==> config.mk <==
export PLATFORM = sky130hd
export DESIGN_NAME = ctk_seg_receiver
export DESIGN_NICKNAME = d
export VERILOG_FILES = /design/src/rtl/ctk_pkg.sv /design/src/rtl/ctk_lane_decode.sv /design/src/rtl/ctk_packer.sv /design/src/rtl/ctk_seg_receiver.sv
export SDC_FILE = /design/constraint.sdc
export NUM_CORES = 1
export LEC_CHECK = 0
export BUFFER_PORTS_ARGS = -buffer_cell sky130_fd_sc_hd__buf_2
export CORE_ASPECT_RATIO = 1.75
export CORE_UTILIZATION = 25
export CTS_CLUSTER_SIZE = 28
export DETAILED_ROUTE_END_ITERATION = 16
export GPL_ROUTABILITY_DRIVEN = 0
export PLACE_DENSITY = 0.53
export SKIP_CTS_REPAIR_TIMING = 1
export SYNTH_ARGS = -nofsm -noshare
export SYNTH_HDL_FRONTEND = slang
export SYNTH_SLANG_ARGS = --single-unit
==> constraint.sdc <==
create_clock -name clk -period 5.3 [get_ports clk]
set_input_delay 0.265 -clock clk [delete_from_list [all_inputs] [get_ports clk]]
set_output_delay 0.265 -clock clk [all_outputs]
set_load 0.05 [all_outputs]
==> src/rtl/ctk_pkg.sv <==
package ctk_pkg;
  // total wires: each lane plus a 2-bit marker, the last marker is 1 bit
  function automatic int bus_width(int seg_w, int nseg);
    return nseg * seg_w + 2 * nseg - 1;
  endfunction

  // top bit of lane k (k = 0 is lane 1)
  function automatic int lane_msb(int k, int seg_w, int nseg);
    return bus_width(seg_w, nseg) - 1 - k * (seg_w + 2);
  endfunction
endpackage

==> src/rtl/ctk_lane_decode.sv <==
module ctk_lane_decode
  import ctk_pkg::*;
#(
  parameter int SEG_W = 32,
  parameter int NSEG  = 4,
  localparam int BUS_W = bus_width(SEG_W, NSEG)
) (
  input  logic [BUS_W-1:0]            bus_in,
  output logic [NSEG-1:0][SEG_W-1:0]  seg_data,
  output logic [NSEG-1:0]             seg_vld
);
  for (genvar k = 0; k < NSEG; k++) begin : g_lane
    localparam int MSB = lane_msb(k, SEG_W, NSEG);
    assign seg_data[k] = bus_in[MSB -: SEG_W];
    if (k < NSEG - 1) begin : g_pair
      assign seg_vld[k] = (bus_in[MSB-SEG_W -: 2] == 2'b10);
    end else begin : g_last
      assign seg_vld[k] = bus_in[MSB-SEG_W];
    end
  end
endmodule

==> src/rtl/ctk_packer.sv <==
module ctk_packer #(
  parameter int SEG_W = 32,
  parameter int NSEG  = 4,
  localparam int CNT_W = $clog2(NSEG),
  localparam int TOT_W = $clog2(2 * NSEG)
) (
  input  logic [NSEG-2:0][SEG_W-1:0]   stage,
  input  logic [CNT_W-1:0]             cnt,
  input  logic [NSEG-1:0][SEG_W-1:0]   seg_data,
  input  logic [NSEG-1:0]              seg_vld,
  output logic [2*NSEG-1:0][SEG_W-1:0] slots,
  output logic [TOT_W-1:0]             total
);
  logic [TOT_W-1:0] acc;

  always_comb begin
    slots = '0;
    for (int j = 0; j < NSEG - 1; j++) begin
      if (CNT_W'(j) < cnt) slots[j] = stage[j];
    end
    acc = TOT_W'(cnt);
    for (int k = 0; k < NSEG; k++) begin
      if (seg_vld[k]) begin
        slots[acc] = seg_data[k];
        acc = acc + TOT_W'(1);
      end
    end
    total = acc;
  end
endmodule

==> src/rtl/ctk_seg_receiver.sv <==
module ctk_seg_receiver
  import ctk_pkg::*;
#(
  parameter int SEG_W = 32,
  parameter int NSEG  = 4,
  localparam int BUS_W  = bus_width(SEG_W, NSEG),
  localparam int WORD_W = SEG_W * NSEG,
  localparam int CNT_W  = $clog2(NSEG),
  localparam int TOT_W  = $clog2(2 * NSEG)
) (
  input  logic              clk,
  input  logic              rst_n,
  input  logic [BUS_W-1:0]  bus_in,
  input  logic              queue_full,
  output logic              push,
  output logic [WORD_W-1:0] push_word,
  output logic              stall
);
  localparam logic [TOT_W-1:0] NSEG_T = TOT_W'(NSEG);

  logic [NSEG-1:0][SEG_W-1:0]   seg_data;
  logic [NSEG-1:0]              seg_vld;
  logic [2*NSEG-1:0][SEG_W-1:0] slots;
  logic [TOT_W-1:0]             total;
  logic [NSEG-2:0][SEG_W-1:0]   stage_q, stage_nxt;
  logic [CNT_W-1:0]             cnt_q, cnt_nxt;
  logic                         complete, stage_en;

  ctk_lane_decode #(.SEG_W(SEG_W), .NSEG(NSEG)) u_decode (
    .bus_in   (bus_in),
    .seg_data (seg_data),
    .seg_vld  (seg_vld)
  );

  ctk_packer #(.SEG_W(SEG_W), .NSEG(NSEG)) u_packer (
    .stage    (stage_q),
    .cnt      (cnt_q),
    .seg_data (seg_data),
    .seg_vld  (seg_vld),
    .slots    (slots),
    .total    (total)
  );

  assign complete = (total >= NSEG_T);
  assign stall    = complete & queue_full;
  assign push     = complete & ~queue_full;
  assign stage_en = ~stall;

  for (genvar j = 0; j < NSEG; j++) begin : g_word
    assign push_word[WORD_W-1-j*SEG_W -: SEG_W] = slots[j];
  end

  always_comb begin
    for (int j = 0; j < NSEG - 1; j++) begin
      stage_nxt[j] = complete ? slots[j+NSEG] : slots[j];
    end
    cnt_nxt = complete ? CNT_W'(total - NSEG_T) : CNT_W'(total);
  end

  always_ff @(posedge clk or negedge rst_n) begin
    if (!rst_n) begin
      cnt_q   <= '0;
      stage_q <= '0;
    end else if (stage_en) begin
      cnt_q   <= cnt_nxt;
      stage_q <= stage_nxt;
    end
  end
endmodule

==> After elaboration in Yosys (flattened, before gate mapping) <==
Index checks and enable logic that the tools add are counted.
{ "word_totals": {"latchBits": 0, "input_bits": 138, "out_inout_bits": 130, "rom_bits": 0, "register_bits": 98, "mem_bits_rw": 0, "mem_count": 0, "elab_cells": 58} }
{ "classes": {"add_sub_neg": 5, "n_lt_le_gt_ge": 12, "bitwise_logic": 3, "multipliers": 0, "n_div": 0, "n_mux": 27, "eq_ne": 3, "shifts": 0, "reduce_logical": 4} }
{ "ops": {"columns": ["operator", "count"], "rows": [
  ["bitwise mux 256 bit", 4],
  ["2-to-1 mux 256 bit", 3],
  ["2-to-1 mux 32 bit", 10],
  ["demux 32 bit (select 3 bit)", 3],
  ["2-to-1 mux 224 bit", 1],
  ["demux 32 bit (select 2 bit)", 1],
  ["less-than comparator 3 x 4 -> 1 bit, second input constant", 3],
  ["2-to-1 mux 3 bit", 4],
  ["adder 3 x 1 -> 3 bit, second input constant", 3],
  ["greater-or-equal comparator 3 x 1 -> 1 bit, second input constant", 3],
  ["== test 2 bit, second input constant", 3],
  ["logical AND 1 bit", 4],
  ["less-than comparator 1 x 2 -> 1 bit, first input constant", 2],
  ["less-than comparator 2 x 4 -> 1 bit, second input constant", 1],
  ["adder 2 x 1 -> 3 bit, second input constant", 1],
  ["greater-or-equal comparator 3 bit, second input constant", 1],
  ["bitwise AND 1 bit", 2],
  ["greater-or-equal comparator 2 x 1 -> 1 bit, second input constant", 1],
  ["less-than comparator 2 bit, first input constant", 1],
  ["2-to-1 mux 2 bit", 1],
  ["subtractor 2 x 1 -> 2 bit, second input constant", 1],
  ["inverter 1 bit", 1]
]} }

==> Longest topological paths before layout <==
Gate-level depths: netlist of run 1.
{ "logic_depth": {"ltp_word": 13, "mapped_depth": 19, "mapped_depth_nobuf": 13} }

==> Modules after synthesis <==
Synthesis of run 1 repeated with hierarchy kept, for this count alone.
{ "unflattened": {"hier_cells": 1968, "hier_area_um2": 14702.9} }
{ "by_module_without_submodules": {"columns": ["mod", "cells_per_inst", "instances", "seq_area_each_um2", "area_each_um2"], "rows": [
  ["ctk_packer", 1412, 1, 0.0, 9201.3],
  ["ctk_seg_receiver", 424, 1, 2452.4, 4491.8],
  ["ctk_lane_decode", 132, 1, 0.0, 1009.7]
]} }

==> Worst setup path before layout of run 1 <==
Ideal clock, no wire load.
{ "synth_path": {"kind": "reg-to-output", "startpoint": "reg cnt_q[1]", "endpoint": "out push_word[0]", "stages_incl_launch_ff": 16, "n_path_buf": 5, "required_ns": 5.035, "path_slack_ns": 0.549, "arrival_time_ns": 4.486, "path_cell_list": "dfrtp_1 clkbuf_1 clkbuf_1 inv_1 ha_1 mux2i_1 inv_2 buf_4 ha_1 xnor2_1 nor3b_1 o21a_1 clkbuf_1 clkbuf_1 a21oi_1 o21ai_0"} }
{ "synth_between": {"elab_chain_cells": 12, "elab_cells_between_ends": 34, "cone_classes": "3 x add/sub; 8 x order compare; 19 x mux; 4 x reduce/logical"} }
{ "synth_rtl": {"columns": ["element", "line_no", "text"], "rows": [
  ["from (decl)", "ctk_seg_receiver.sv:26", "logic [CNT_W-1:0] cnt_q, cnt_nxt;"],
  ["from (signal assigned)", "ctk_seg_receiver.sv:65", "cnt_q <= cnt_nxt;"],
  ["adder 2 x 1 -> 3 bit (tied with other cells)", "ctk_packer.sv:25", "acc = acc + TOT_W'(1);"],
  ["2-to-1 mux 3 bit / logical AND 1 bit (equally long branches)", "ctk_packer.sv:23, ctk_packer.sv:24", null],
  ["adder 3 x 1 -> 3 bit (tied with other cells)", "ctk_packer.sv:25", null],
  ["2-to-1 mux 3 bit (tied with other cells)", "ctk_packer.sv:23", "if (seg_vld[k]) begin"],
  ["adder 3 x 1 -> 3 bit (tied with other cells)", "ctk_packer.sv:25", null],
  ["2-to-1 mux 3 bit (tied with other cells)", "ctk_packer.sv:23", null],
  ["less-than comparator 3 x 4 -> 1 bit (not written as such) (tied with other cells)", "ctk_packer.sv:24", "slots[acc] = seg_data[k];"],
  ["logical AND 1 bit (not written as such) (tied with other cells)", "ctk_packer.sv:24", null],
  ["2-to-1 mux 32 bit (not written as such) / bitwise mux 256 bit (equally long branches)", "ctk_packer.sv:24", null],
  ["demux 32 bit (select 3 bit) / 2-to-1 mux 256 bit (equally long branches)", null, null],
  ["bitwise mux 256 bit", "ctk_packer.sv:24", null],
  ["2-to-1 mux 224 bit *", "ctk_packer.sv:23", null],
  ["to (decl)", "ctk_seg_receiver.sv:16", "output logic [WORD_W-1:0] push_word,"]
]} }
Mark *: on every way between the ends. The rest lies on a longest branch, timed or not.

==> Worst setup path after layout of run 1 <==
{ "layout_path": {"startpoint": "reg cnt_q[1]", "endpoint": "out push_word[120]"} }
The elaborated chain is that of the path after synthesis.

==> out/metrics.cfg, run 1 <==
[drt]
viasPerCell=6.42
routed_wl_um=76000
drc=0
initialDrtViolationCount=2302
firstDrtPassIters=9
drtAntennaViolNets=0
wire_per_inst_um=28.9
num_vias=16900

[die]
initial_utilization=0.252
die_area_um2=53700
dieHeight_um=306
fp.coreArea_um2=52200
io_pins=268
die_width_um=176
rows=111

[yosys]
yosysTopAreaCell=dfrtp_1
synth_flop_cell=dfrtp_1
synth_seq_cells=98
yosys_warnings=0
syn-cell-area_um2=13200
ys_types=72
synth.top_cells.by_count=nand2_1 (330), o21ai_0 (198), clkbuf_1 (161)
yosysMostFrequentCell=nand2_1
synthesis.nets=1969
ys_top_cells_by_area=dfrtp_1 (19%), nand2_1 (9.4%), mux2_2 (8.4%)
synth_cells=1825
synthArstFlopShare=1.00
avgSynthCellArea_um2=7.22
yosysTopAreaCellShare=0.186
synth_edf_count=0
yosysSeqAreaShare=0.186

[grt]
grt_pass1_vias=16800
grt_max_degree=71
grt_usage=0.276
grt_overflow=0
antenna_found_initial=2
grt_pass1_wl_um=111000

[sta]
max-slew-margin-rel=0.165
tightest_slew_ps=1250
fmax_mhz=205
fin_crit_sh=0.922
drv_slew=0
hold_slack_ps=43.0
final-hold-violation-count=0
tns_ps=0
final-setup-viol-count=0
fin_crit_ps=4890
rsz0062_at_grt=false
skew_ps=10.7

[final_layout]
diodes=0
drive_gt1_frac=0.258
area_growth_pct=17.7
seq_area_um2=2450
nFillCells=5750
finalNetCount=2094
design_area_um2=15500
multi_input_area_um2=9870

[worst_setup_path]
required_ps=5040
arrival_ps=4620
endpoint_kind=primary output
start_kind=flip-flop
cp_max_fo=25
crit_top_cell=nand2_1
critPathKind=flip-flop to primary output
cp_cell_sequence=inv_1 -> ha_2 -> mux2i_1 -> inv_2 -> ha_1 -> nand3b_1 -> xnor2_2 -> nand3_1 -> o32ai_1 -> nand2_1 -> buf_12 -> nand2_1 -> nand2_1 -> buf_2
slowest_stage=xnor2_2
cpPeakStageDelay_ps=490
r2r_slack_ps=790

[cts]
htreeDepth=3
numCtsBuffers=9
cts_tree=yes
clockBufferDepth=2
numClockSinks=98
clk_latency_ps=400
clkSlewWorstSetupHoldPaths_ps=80
root_buffer=clkbuf_16

[pwr]
cellLeakagePower_nw=6.43
powerDensity_nw_per_um2=673
peakVddDrop_uv=352

[placed_design]
dp_hpwl_um=48600
place_area_um2=15200
io_buffers=267

[job]
maxCapViolCount=0

[hold_path]
hold_path_class=primary input to asynchronous set/reset pin

[status]
status=complete, no violations

==> metal layers <==
| metal | wire (µm) | track usage | up-vias |
|---|---|---|---|
| met5 | 17 | 0 | - |
| met4 | 4480 | 0.169 | 2 |
| met3 | 7060 | 0.0470 | 312 |
| met2 | 36800 | 0.465 | 1271 |
| met1 | 27600 | 0.323 | 8126 |
| li1 | - | - | 7185 |
==> flip-flops by register name, summed over array words and instances, names as in the netlist <==
| register | flops |
|---|---|
| stage_q | 96 |
| cnt_q | 2 |
==> cell families (layout without fill, tap and decap cells) <==
| family | count (synthesis) | count (layout) | share of synthesized area |
|---|---|---|---|
| adders and majority gates | 7 | 7 | 0.00655 |
| buffers and inverters | 250 | 380 | 0.0788 |
| AOI/OAI and AO/OA | 746 | 746 | 0.403 |
| muxes | 158 | 158 | 0.130 |
| DFF | 98 | 98 | 0.186 |
| and+or+nand+nor | 553 | 553 | 0.184 |
| xor gates and xnor gates | 13 | 13 | 0.0118 |
==> worst paths after layout <==
check                                   startpoint                      end  depth (start not counted)
setup / recovery              cnt_q[1]$_DFFE_PN0N_           push_word[120]                         14
max in group asynchronous                    rst_n  stage_q[46]$_DFFE_PN0N_                          2
setup reg to reg              cnt_q[1]$_DFFE_PN0N_  stage_q[65]$_DFFE_PN0N_                         12
hold / removal                               rst_n  stage_q[64]$_DFFE_PN0N_                          1
min in group clk                        bus_in[25]  stage_q[24]$_DFFE_PN0N_                          3
hold reg to reg            stage_q[60]$_DFFE_PN0N_  stage_q[60]$_DFFE_PN0N_                          2
==> worst max-delay path: cells and delay by family (launching register included) <==
kind | cells | cell delay (ps)
buf+inv | 4 | 940
compound gates | 1 | 420
xor+xnor | 1 | 490
mux | 1 | 200
simple gates | 5 | 1090
flops | 1 | 380
fa+ha+maj | 2 | 710
==> cells in the final DEF (no fill, tap or decap), types with 35 or more instances in the layout <==
master and n:
o21ai_0 198, dfrtp_1 97, a32oi_1 63, nand3_1 66, buf_4 60, o221ai_1 35
nand2_1 329, a32o_1 64, mux2i_1 55, nor2_1 69, buf_2 261, a21oi_1 102
nand2b_1 35, mux2_2 98, o211ai_1 64, a22oi_1 76
==> power breakdown <==
group	total [W]	switching [W]	leakage (nW)	internal, W
logic	0.00844	0.00596	5.06	0.00248
registers	0.00128	0.000175	1.24	0.00110
clock network	0.000730	0.000394	0.132	0.000336
==> metrics by stage <==
step	util	cells	total power [W]	setup slack [ps]
floorplan	-	1825	0.00711	549
global placement	0.292	2617	0.00949	869
detailed placement	0.292	2617	0.00961	933
CTS	0.297	2633	0.0104	504
global route	0.297	2633	0.0109	209
finish	0.297	2633	0.0104	414
==> cell type report <==
type	count	share of cell area
multi-input cells	1477	0.636
clock buffers	11	0.0156
flip-flops and latches	98	0.158
well taps	678	0.0547
clock inverters	5	0.00242
inverters	34	0.00823
repair buffers	330	0.125
(Power assumes the default switching activity.)
==> run 2: changes to the inputs <==
--- a/config.mk
+++ b/config.mk
@@ -6,7 +6,6 @@
 export NUM_CORES = 1
 export LEC_CHECK = 0
 export BUFFER_PORTS_ARGS = -buffer_cell sky130_fd_sc_hd__buf_2
-export CORE_ASPECT_RATIO = 1.75
 export CORE_UTILIZATION = 25
 export CTS_CLUSTER_SIZE = 28
 export DETAILED_ROUTE_END_ITERATION = 16
==> run 2 against run 1 <==
- clock skew is essentially flat
- critical path depth shrank 1
- critical path type unchanged
- the run now ends with negative hold slack left
- sequential cell count is the same
- final area shrank 0.48%
- count of clock-buffer cells in the layout grew 1
- die area is essentially flat
- via count shrank 0.46%
==> out/metrics.cfg, run 2 (synthesized netlist as in run 1, its figures left out) <==
[worst_setup_path]
cpPeakStageDelay_ps=490
required_ps=5040
cp_top_family=buffers and inverters
cp_cell_sequence=buf_6 -> mux2i_1 -> inv_2 -> ha_1 -> nand3b_1 -> xnor2_2 -> nand3_1 -> o32ai_1 -> nand2_2 -> buf_4 -> nand2_1 -> nand2_1 -> buf_2
cp_max_fo=39
arrival_ps=4810
slowest_stage=xnor2_2
endpoint_kind=primary output
crit_top_cell=nand2_1
r2r_slack_ps=690
crit_buf_inv=4
critPathKind=flip-flop to primary output
start_kind=flip-flop

[die]
initial_utilization=0.255
dieHeight_um=232
rows=83
die_area_um2=53700
io_pins=268
fp.coreArea_um2=51700
die_width_um=232

[sta]
hold_slack_ps=-2.02
tightest_slew_ps=1250
fmax_mhz=197
final-setup-viol-count=0
fin_crit_ps=5080
skew_ps=10.8
fin_crit_sh=0.958
max-slew-margin-rel=0.166
tns_ps=0
final-hold-violation-count=1
drv_slew=0
rsz0062_at_grt=true
finalWorstSetupSlack_ps=221

[grt]
grt_pass1_vias=16000
grt_pass1_wl_um=107000
grt_max_degree=72
grt_usage=0.266
antenna_found_initial=4
grt_overflow=0

[pwr]
cellLeakagePower_nw=6.39
fin_total_pwr_w=0.0104
peakVddDrop_uv=386
powerDensity_nw_per_um2=671

[cts]
clockBufferDepth=2
root_buffer=clkbuf_16
numClockSinks=98
clkSlewWorstSetupHoldPaths_ps=80
clk_latency_ps=400
cts_tree=yes
htreeDepth=3
numCtsBuffers=9

[final_layout]
largest_reg_flops=96
final_cell_mix=nand2_1 (327), buf_2 (262), o21ai_0 (198), a21oi_1 (102), mux2_2 (98)
multi_input_area_um2=9890
final_common_cell=nand2_1
drive_gt1_frac=0.256
area_growth_pct=17.1
finalNetCount=2084
reg_top3=stage_q (96), cnt_q (2)
regMostFlops=stage_q
seq_area_um2=2450
nFillCells=5628

[drt]
firstDrtPassIters=7
routed_wl_um=74000
viasPerCell=6.41
initialDrtViolationCount=2029
drtAntennaViolNets=0
wire_per_inst_um=28.2
num_vias=16800
drc=0

[placed_design]
dp_hpwl_um=45900
io_buffers=267
preCtsSetupSlack_ps=622

[status]
violations=negative hold slack
status=finished, violations left

[hold_path]
hold_path_class=primary input to asynchronous set/reset pin

[job]
maxCapViolCount=0

run 2: per-layer routing:
| metal | track usage | wire length, µm | vias to the layer above |
|---|---|---|---|
| met2 | 0.407 | 32600 | 1328 |
| met1 | 0.349 | 29900 | 8086 |
| li1 | - | - | 7163 |
| met4 | 0.145 | 3560 | 2 |
| met3 | 0.0541 | 7990 | 239 |
| met5 | 0 | 11 | - |
run 2: final cells by class:
type	instances	area share
Antenna cell	1	0.000162
Clock buffer	12	0.0166
Clock inverter	2	0.000891
Tap cell	680	0.0551
Timing Repair Buffer	320	0.120
Multi-Input combinational cell	1477	0.640
Inverter	34	0.00827
Sequential cell	98	0.159
run 2: per-stage QoR:
step	hold slack [ps]	utilization	instance area [µm²]	cells
after floorplan	-30.6	-	13200	1825
after detailed placement	449	0.293	15200	2609
final	-2.02	0.299	15400	2624
after global placement	454	0.293	15200	2609
after global routing	49.4	0.299	15400	2623
after CTS	14.8	0.298	15400	2623
run 2: worst paths after layout:
check,start,depth (start not counted),to
max in group asynchronous,rst_n,2,stage_q[5]$_DFFE_PN0N_
worst min register to register,stage_q[54]$_DFFE_PN0N_,2,stage_q[54]$_DFFE_PN0N_
worst max register to register,cnt_q[1]$_DFFE_PN0N_,11,stage_q[20]$_DFFE_PN0N_
worst min-delay path,rst_n,1,stage_q[56]$_DFFE_PN0N_
min in group clk,bus_in[5],3,stage_q[4]$_DFFE_PN0N_
worst max-delay path,cnt_q[1]$_DFFE_PN0N_,13,push_word[119]
run 2: power breakdown:
| part | switching [W] | internal [W] | leakage (nW) |
|---|---|---|---|
| sequential | 0.000172 | 0.00110 | 1.24 |
| combinational | 0.00590 | 0.00247 | 5.01 |
| clock | 0.000371 | 0.000341 | 0.135 |
